## src/rtl/isf_pkg.sv

```systemverilog
package isf_pkg;

    // Sequencer states.
    typedef enum logic [2:0] {
        ST_IDLE,
        ST_PUSH,
        ST_PULL,
        ST_SETTLE,
        ST_FETCH,
        ST_FLUSH
    } isf_state_e;

    // Kind of read that is outstanding, so the returning byte can be routed.
    typedef enum logic [1:0] {
        TAG_NONE,
        TAG_POP,
        TAG_FETCH
    } isf_tag_e;

    // Number of bytes in one frame.
    localparam int unsigned FRAME_LEN = 5;

    // Slot codes in write order. A read takes slot FRAME_LEN-1-k at step k.
    localparam logic [2:0] SLOT_PCL = 3'd0;
    localparam logic [2:0] SLOT_PCH = 3'd1;
    localparam logic [2:0] SLOT_XL  = 3'd2;
    localparam logic [2:0] SLOT_ACC = 3'd3;
    localparam logic [2:0] SLOT_CCR = 3'd4;

endpackage

```

## src/rtl/isf_push_mux.sv

```systemverilog
module isf_push_mux
    import isf_pkg::*;
#(
    parameter int DW = 8
) (
    input  logic [2*DW-1:0] pc,
    input  logic [DW-1:0]   acc,
    input  logic [DW-1:0]   xl,
    input  logic [DW-1:0]   ccr,
    input  logic [2:0]      slot,
    output logic [DW-1:0]   byte_out
);

    // Choose the context byte that belongs in the given frame slot.
    always_comb begin
        case (slot)
            SLOT_PCL: byte_out = pc[DW-1:0];
            SLOT_PCH: byte_out = pc[2*DW-1:DW];
            SLOT_XL:  byte_out = xl;
            SLOT_ACC: byte_out = acc;
            SLOT_CCR: byte_out = ccr;
            default:  byte_out = '0;
        endcase
    end

endmodule

```

## src/rtl/isf_sp_unit.sv

```systemverilog
module isf_sp_unit #(
    parameter int AW = 16
) (
    input  logic          clk,
    input  logic          rst_n,
    input  logic          load,
    input  logic [AW-1:0] load_val,
    input  logic          step_down,
    input  logic          step_up,
    output logic [AW-1:0] sp,
    output logic [AW-1:0] sp_plus1
);

    logic [AW-1:0] sp_q;

    // Working stack pointer. Load has priority over the two step inputs.
    always_ff @(posedge clk) begin
        if (!rst_n) begin
            sp_q <= '0;
        end else if (load) begin
            sp_q <= load_val;
        end else if (step_down) begin
            sp_q <= sp_q - AW'(1);
        end else if (step_up) begin
            sp_q <= sp_q + AW'(1);
        end
    end

    assign sp       = sp_q;
    assign sp_plus1 = sp_q + AW'(1);

endmodule

```

## src/rtl/isf_restore_bank.sv

```systemverilog
module isf_restore_bank
    import isf_pkg::*;
#(
    parameter int DW = 8
) (
    input  logic            clk,
    input  logic            rst_n,
    input  logic            cap_en,
    input  logic [2:0]      slot,
    input  logic [DW-1:0]   data,
    output logic [2*DW-1:0] pc,
    output logic [DW-1:0]   acc,
    output logic [DW-1:0]   xl,
    output logic [DW-1:0]   ccr
);

    logic [DW-1:0] pcl_q, pch_q, acc_q, xl_q, ccr_q;

    // Load each returning frame byte into the register for its slot.
    always_ff @(posedge clk) begin
        if (!rst_n) begin
            pcl_q <= '0;
            pch_q <= '0;
            acc_q <= '0;
            xl_q  <= '0;
            ccr_q <= '0;
        end else if (cap_en) begin
            case (slot)
                SLOT_PCL: pcl_q <= data;
                SLOT_PCH: pch_q <= data;
                SLOT_XL:  xl_q  <= data;
                SLOT_ACC: acc_q <= data;
                SLOT_CCR: ccr_q <= data;
                default:  ;
            endcase
        end
    end

    assign pc  = {pch_q, pcl_q};
    assign acc = acc_q;
    assign xl  = xl_q;
    assign ccr = ccr_q;

endmodule

```

## src/rtl/isf_seq.sv

```systemverilog
module isf_seq
    import isf_pkg::*;
#(
    parameter int DW     = 8,
    parameter int REFILL = 3
) (
    input  logic              clk,
    input  logic              rst_n,
    input  logic              irq_start,
    input  logic              rti_start,
    input  logic [2*DW-1:0]   cur_pc,
    input  logic [DW-1:0]     cur_acc,
    input  logic [DW-1:0]     cur_xl,
    input  logic [DW-1:0]     cur_ccr,
    input  logic [2*DW-1:0]   cur_sp,
    output logic              mem_req,
    output logic              mem_we,
    output logic [2*DW-1:0]   mem_addr,
    output logic [DW-1:0]     mem_wdata,
    input  logic [DW-1:0]     mem_rdata,
    output logic              busy,
    output logic              done,
    output logic [2*DW-1:0]   sp_out,
    output logic [2*DW-1:0]   ret_pc,
    output logic [DW-1:0]     ret_acc,
    output logic [DW-1:0]     ret_xl,
    output logic [DW-1:0]     ret_ccr,
    output logic              fetch_valid,
    output logic [DW-1:0]     fetch_data
);

    localparam int AW      = 2 * DW;
    localparam int MAX_CNT = (int'(FRAME_LEN) > REFILL) ? int'(FRAME_LEN) : REFILL;
    localparam int CNT_W   = $clog2(MAX_CNT + 1);

    isf_state_e        state_q, state_d;
    logic [CNT_W-1:0]  cnt_q, cnt_d;
    isf_tag_e          tag_q, tag_d;
    logic [2:0]        tag_slot_q, tag_slot_d;
    logic              done_q, done_d;

    logic [AW-1:0]     snap_pc;
    logic [DW-1:0]     snap_acc, snap_xl, snap_ccr;

    logic              go_irq, go_rti;
    logic              push_last, pull_last, fetch_last;
    logic [2:0]        push_slot, pull_slot;
    logic [DW-1:0]     push_byte;
    logic [AW-1:0]     sp_now, sp_next_up;

    // Strobe decode. Strobes count only in idle, and entry beats return.
    assign go_irq = (state_q == ST_IDLE) && irq_start;
    assign go_rti = (state_q == ST_IDLE) && !irq_start && rti_start;

    assign push_last  = (cnt_q == CNT_W'(FRAME_LEN - 1));
    assign pull_last  = push_last;
    assign fetch_last = (cnt_q == CNT_W'(REFILL - 1));
    assign push_slot  = 3'(cnt_q);
    assign pull_slot  = 3'(CNT_W'(FRAME_LEN - 1) - cnt_q);

    isf_sp_unit #(.AW(AW)) u_sp (
        .clk       (clk),
        .rst_n     (rst_n),
        .load      (go_irq || go_rti),
        .load_val  (cur_sp),
        .step_down (state_q == ST_PUSH),
        .step_up   (state_q == ST_PULL),
        .sp        (sp_now),
        .sp_plus1  (sp_next_up)
    );

    isf_push_mux #(.DW(DW)) u_mux (
        .pc       (snap_pc),
        .acc      (snap_acc),
        .xl       (snap_xl),
        .ccr      (snap_ccr),
        .slot     (push_slot),
        .byte_out (push_byte)
    );

    isf_restore_bank #(.DW(DW)) u_bank (
        .clk    (clk),
        .rst_n  (rst_n),
        .cap_en (tag_q == TAG_POP),
        .slot   (tag_slot_q),
        .data   (mem_rdata),
        .pc     (ret_pc),
        .acc    (ret_acc),
        .xl     (ret_xl),
        .ccr    (ret_ccr)
    );

    // Next state and step counter.
    always_comb begin
        state_d = state_q;
        cnt_d   = cnt_q;
        unique case (state_q)
            ST_IDLE: begin
                cnt_d = '0;
                if (go_irq)      state_d = ST_PUSH;
                else if (go_rti) state_d = ST_PULL;
            end
            ST_PUSH: begin
                if (push_last) begin
                    state_d = ST_IDLE;
                    cnt_d   = '0;
                end else begin
                    cnt_d = cnt_q + CNT_W'(1);
                end
            end
            ST_PULL: begin
                if (pull_last) begin
                    state_d = ST_SETTLE;
                    cnt_d   = '0;
                end else begin
                    cnt_d = cnt_q + CNT_W'(1);
                end
            end
            ST_SETTLE: begin
                state_d = ST_FETCH;
                cnt_d   = '0;
            end
            ST_FETCH: begin
                if (fetch_last) begin
                    state_d = ST_FLUSH;
                    cnt_d   = '0;
                end else begin
                    cnt_d = cnt_q + CNT_W'(1);
                end
            end
            ST_FLUSH: begin
                state_d = ST_IDLE;
            end
            default: begin
                state_d = ST_IDLE;
                cnt_d   = '0;
            end
        endcase
    end

    // Memory port, read tag and completion, all decoded from the state.
    always_comb begin
        mem_req    = 1'b0;
        mem_we     = 1'b0;
        mem_addr   = '0;
        mem_wdata  = '0;
        tag_d      = TAG_NONE;
        tag_slot_d = '0;
        done_d     = 1'b0;
        unique case (state_q)
            ST_IDLE: ;
            ST_PUSH: begin
                mem_req   = 1'b1;
                mem_we    = 1'b1;
                mem_addr  = sp_now;
                mem_wdata = push_byte;
                done_d    = push_last;
            end
            ST_PULL: begin
                mem_req    = 1'b1;
                mem_addr   = sp_next_up;
                tag_d      = TAG_POP;
                tag_slot_d = pull_slot;
            end
            ST_SETTLE: ;
            ST_FETCH: begin
                mem_req  = 1'b1;
                mem_addr = ret_pc + AW'(cnt_q);
                tag_d    = TAG_FETCH;
            end
            ST_FLUSH: begin
                done_d = 1'b1;
            end
            default: ;
        endcase
    end

    // State register and captured context.
    always_ff @(posedge clk) begin
        if (!rst_n) begin
            state_q    <= ST_IDLE;
            cnt_q      <= '0;
            tag_q      <= TAG_NONE;
            tag_slot_q <= '0;
            done_q     <= 1'b0;
            snap_pc    <= '0;
            snap_acc   <= '0;
            snap_xl    <= '0;
            snap_ccr   <= '0;
        end else begin
            state_q    <= state_d;
            cnt_q      <= cnt_d;
            tag_q      <= tag_d;
            tag_slot_q <= tag_slot_d;
            done_q     <= done_d;
            if (go_irq) begin
                snap_pc  <= cur_pc;
                snap_acc <= cur_acc;
                snap_xl  <= cur_xl;
                snap_ccr <= cur_ccr;
            end
        end
    end

    assign busy        = (state_q != ST_IDLE);
    assign done        = done_q;
    assign sp_out      = sp_now;
    assign fetch_valid = (tag_q == TAG_FETCH);
    assign fetch_data  = fetch_valid ? mem_rdata : '0;

endmodule

```

## config.mk

```make
export PLATFORM = sky130hd
export DESIGN_NAME = isf_seq
export DESIGN_NICKNAME = d
export VERILOG_FILES = /design/src/rtl/isf_pkg.sv /design/src/rtl/isf_push_mux.sv /design/src/rtl/isf_sp_unit.sv /design/src/rtl/isf_restore_bank.sv /design/src/rtl/isf_seq.sv
export SDC_FILE = /design/constraint.sdc
export NUM_CORES = 1
export LEC_CHECK = 0
export ABC_AREA = 1
export BUFFER_PORTS_ARGS = -buffer_cell sky130_fd_sc_hd__buf_4
export CORE_UTILIZATION = 46
export DETAILED_ROUTE_END_ITERATION = 12
export PLACE_DENSITY = 0.72
export SLEW_MARGIN = 20
export SYNTH_ARGS = -nofsm -noshare
export SYNTH_HDL_FRONTEND = slang
export SYNTH_SLANG_ARGS = --single-unit
```

## constraint.sdc

```tcl
create_clock -name clk -period 3.9 [get_ports clk]
set_clock_uncertainty 0.1 [all_clocks]
set_input_delay 0.195 -clock clk [delete_from_list [all_inputs] [get_ports clk]]
set_output_delay 0.195 -clock clk [all_outputs]
set_load 0.05 [all_outputs]
```

==> flow_summary_export.csv <==
group,metric,value,unit
outcome,status,"complete, no violations",
placement,preCtsSetupSlack,1.56,ns
cts,cts_resized,0,
yosys,synthAdderAreaFrac,2.93,%
critical_path,endpoint,"mem_addr[14]",
sta,slew_headroom,30.9,%
placement,io_buffers,160,
yosys,ys_seq_elements,108,
floorplan,ios,161,
cts,clockBufferDepth,2,
placement,dp.cells,1128,
critical_path,startpoint,"cnt_q[0]",
detailed_routing,drt_iter0_drc,517,
layout,final_common_cell,"buf_4",
detailed_routing,drc,0,
pwr,leakage,3.31,nW
global_routing,overflow,0,
floorplan,dieArea,13100,sq um
yosys,netlist_area,5810,sq um
global_routing,grt_pass1_vias,5375,
detailed_routing,vias,6053,
detailed_routing,dr.pass1.iters,5,
global_routing,grt_max_degree,72,
layout,num-fill-cells,1183,
critical_path,crit_path_end_kind,"output port",
critical_path,crit_required,3.61,ns
sta,fin_crit,2.73,ns
sta,period_share,70.1,%
cts,clk_latency,0.36,ns
yosys,async_reset_ff_share,0,%
worst_hold_path,hold_class,"in2reg",
cts,cts_root_buffer,"clkbuf_16",
sta,fin_ws,1.17,ns
sta,finalHoldViolations,0,
pwr,ir_worst_vdd,0.000352,V
sta,worst_pin_slew,1.03,ns
detailed_routing,antenna_left,0,
yosys,synth_xor_area_share,1.21,%
cts,cts_sinks,108,
yosys,synth_compound_area_share,24.6,%
global_routing,track_usage,26.8,%
detailed_routing,wirelength,17500,um
yosys,yosysTopAreaCell,"dfxtp_1",
critical_path,arrival,2.44,ns
yosys,ys_warn_count,0,
floorplan,rows,40,
yosys,ys_top_cells_by_area,"dfxtp_1, nand2_1, a21oi_1",
sta,setup_viol,0,
yosys,synthCells,838,
layout,insertedDiodeCount,0,
sta,max_freq,366,MHz
global_routing,antenna_found_initial,0,
floorplan,dieHeight,114,um
yosys,synthSimpleGateAreaFrac,24.1,%
placement,place_hpwl,12700,um
sta,grt_setup_unrepaired,"false",
critical_path,cp_max_fo,5,
critical_path,reg2reg_depth,6,
yosys,avgSynthCellArea,6.94,sq um
cts,clk_pin_slew,0.07,ns
pwr,p_per_area,702,nW/um^2
floorplan,die_x,114,um
critical_path,regToRegStartpoint,"state_q[1]",
layout,final_cell_count_no_fill,1145,
job,maxCapViolCount,0,
sta,drv_slew,0,
cts,numCtsBuffers,9,
floorplan,initial_core_util,47.8,%
yosys,synth_enable_flop_cells,0,
placement,place_congestion,0.937,
yosys,synth_top_family_by_area,"compound AO/OA/AOI/OAI gates",
critical_path,critPathKind,"reg2out",
yosys,seq_area_frac_synth,37.2,%
yosys,synth_cell_types,49,
layout,drive_gt1_share,21.7,%
global_routing,grt_pass1_wl,27300,um
layout,nets,1053,
sta,tns,0,ns
yosys,synth_top_cell_area_share,37.2,%
yosys,synthFlopType,"dfxtp_1",
critical_path,startpoint_type,"flop",
yosys,muxShareOfSynthArea,0,%
cts,cts_tree,"yes",
detailed_routing,wl_per_cell,15.3,um
critical_path,r2r_end,"snap_pc[12]",
cts,cts_htree_levels,3,
layout,layout_common_cells,"buf_4, nand2_1, dfxtp_1, a21oi_1",
yosys,synth_nets,919,
critical_path,r2r_slack,1.70,ns
detailed_routing,vias_per_cell,5.29,
layout,synthToLayoutAreaGrowth,27.5,%
floorplan,core-area,12200,sq um
cell usage after synthesis (all sizes together) (2+ instances only):
library cell,count
nand4,5
ha,12
a211oi,9
nor2,84
buf,23
xor2,7
inv,101
clkbuf,17
a31oi,3
nor3,10
o21bai,2
o211ai,11
o221ai,8
nand3,59
dfxtp,108
nand2,148
a21oi,104
and3,2
nand3b,2
o22ai,9
o21ai,102
worst min-delay path by stage:
| stage | start | to | slack (ns) | cells after the start |
|---|---|---|---|---|
| 3_5_place_dp | snap_ccr[2] | snap_ccr[2] | 0.34 | 2 |
| 6_report | cur_pc[15] | snap_pc[15] | 0.009 | 3 |
| 2_1_floorplan | cur_acc[0] | snap_acc[0] | 0.26 | 2 |
| 4_1_cts | cur_pc[15] | snap_pc[15] | 0.002 | 3 |
| 5_1_grt | cur_xl[7] | snap_xl[7] | 0.009 | 3 |
| 3_3_place_gp | snap_ccr[2] | snap_ccr[2] | 0.34 | 2 |
stage by stage:
step           hold WS [ns]  area [sq um]  utilization, %  power [mW]
3_3_place_gp          0.335          7050            57.9        4.08
2_1_floorplan         0.260          5810               -        3.45
6_report            0.00909          7410            60.9        5.20
3_5_place_dp          0.341          7050            57.9        4.10
5_1_grt             0.00892          7410            60.9        5.51
4_1_cts             0.00237          7410            60.9        5.20
what timing repair did:
action / in CTS / in global routing
hold endpoints to repair: 1 / 0
setup endpoints to repair: 0 / 0
hold buffers: 1 / 0
setup buffers: 0 / 0
report_power, final:
part / internal (mW) / switching (mW) / leakage (nW) / total, mW
clock network: 0.640 / 0.452 / 0.174 / 1.09
logic: 0.745 / 1.82 / 2.26 / 2.57
registers: 1.32 / 0.227 / 0.883 / 1.54
worst max-delay path: stages, from the launching register on:
cell and delay, ns:
dfxtp_1 0.40, ha_1 0.22, fa_1 0.19, nand2_1 0.07, a21oi_1 0.23, nand2_1 0.11, nor2_1 0.25, inv_1 0.12
o31ai_1 0.20, o21ai_0 0.10, buf_4 0.21
routing by layer:
layer	global-route usage, %	routed length [um]
met1	36.4	7990
met2	42.2	7960
met3	6.93	1340
met4	6.67	231
met5	0	0
cell type report:
type | count | area [sq um] | area share, %
clock buffer | 9 | 225 | 3.04
clock inverter | 7 | 130 | 1.76
inverter | 102 | 388 | 5.23
multi-input combinational | 588 | 3070 | 41.4
sequential | 108 | 2160 | 29.2
tap | 168 | 210 | 2.84
timing repair buffer | 163 | 1230 | 16.5
logic make-up after synthesis:
family / count (synthesis)
AO/OA/AOI/OAI: 255
XOR/XNOR: 8
adder cells (fa/ha/maj): 13
buffers and inverters: 142
flip-flops: 108
AND/OR/NAND/NOR: 312
No activity file was read; power rests on OpenSTA's default activity.
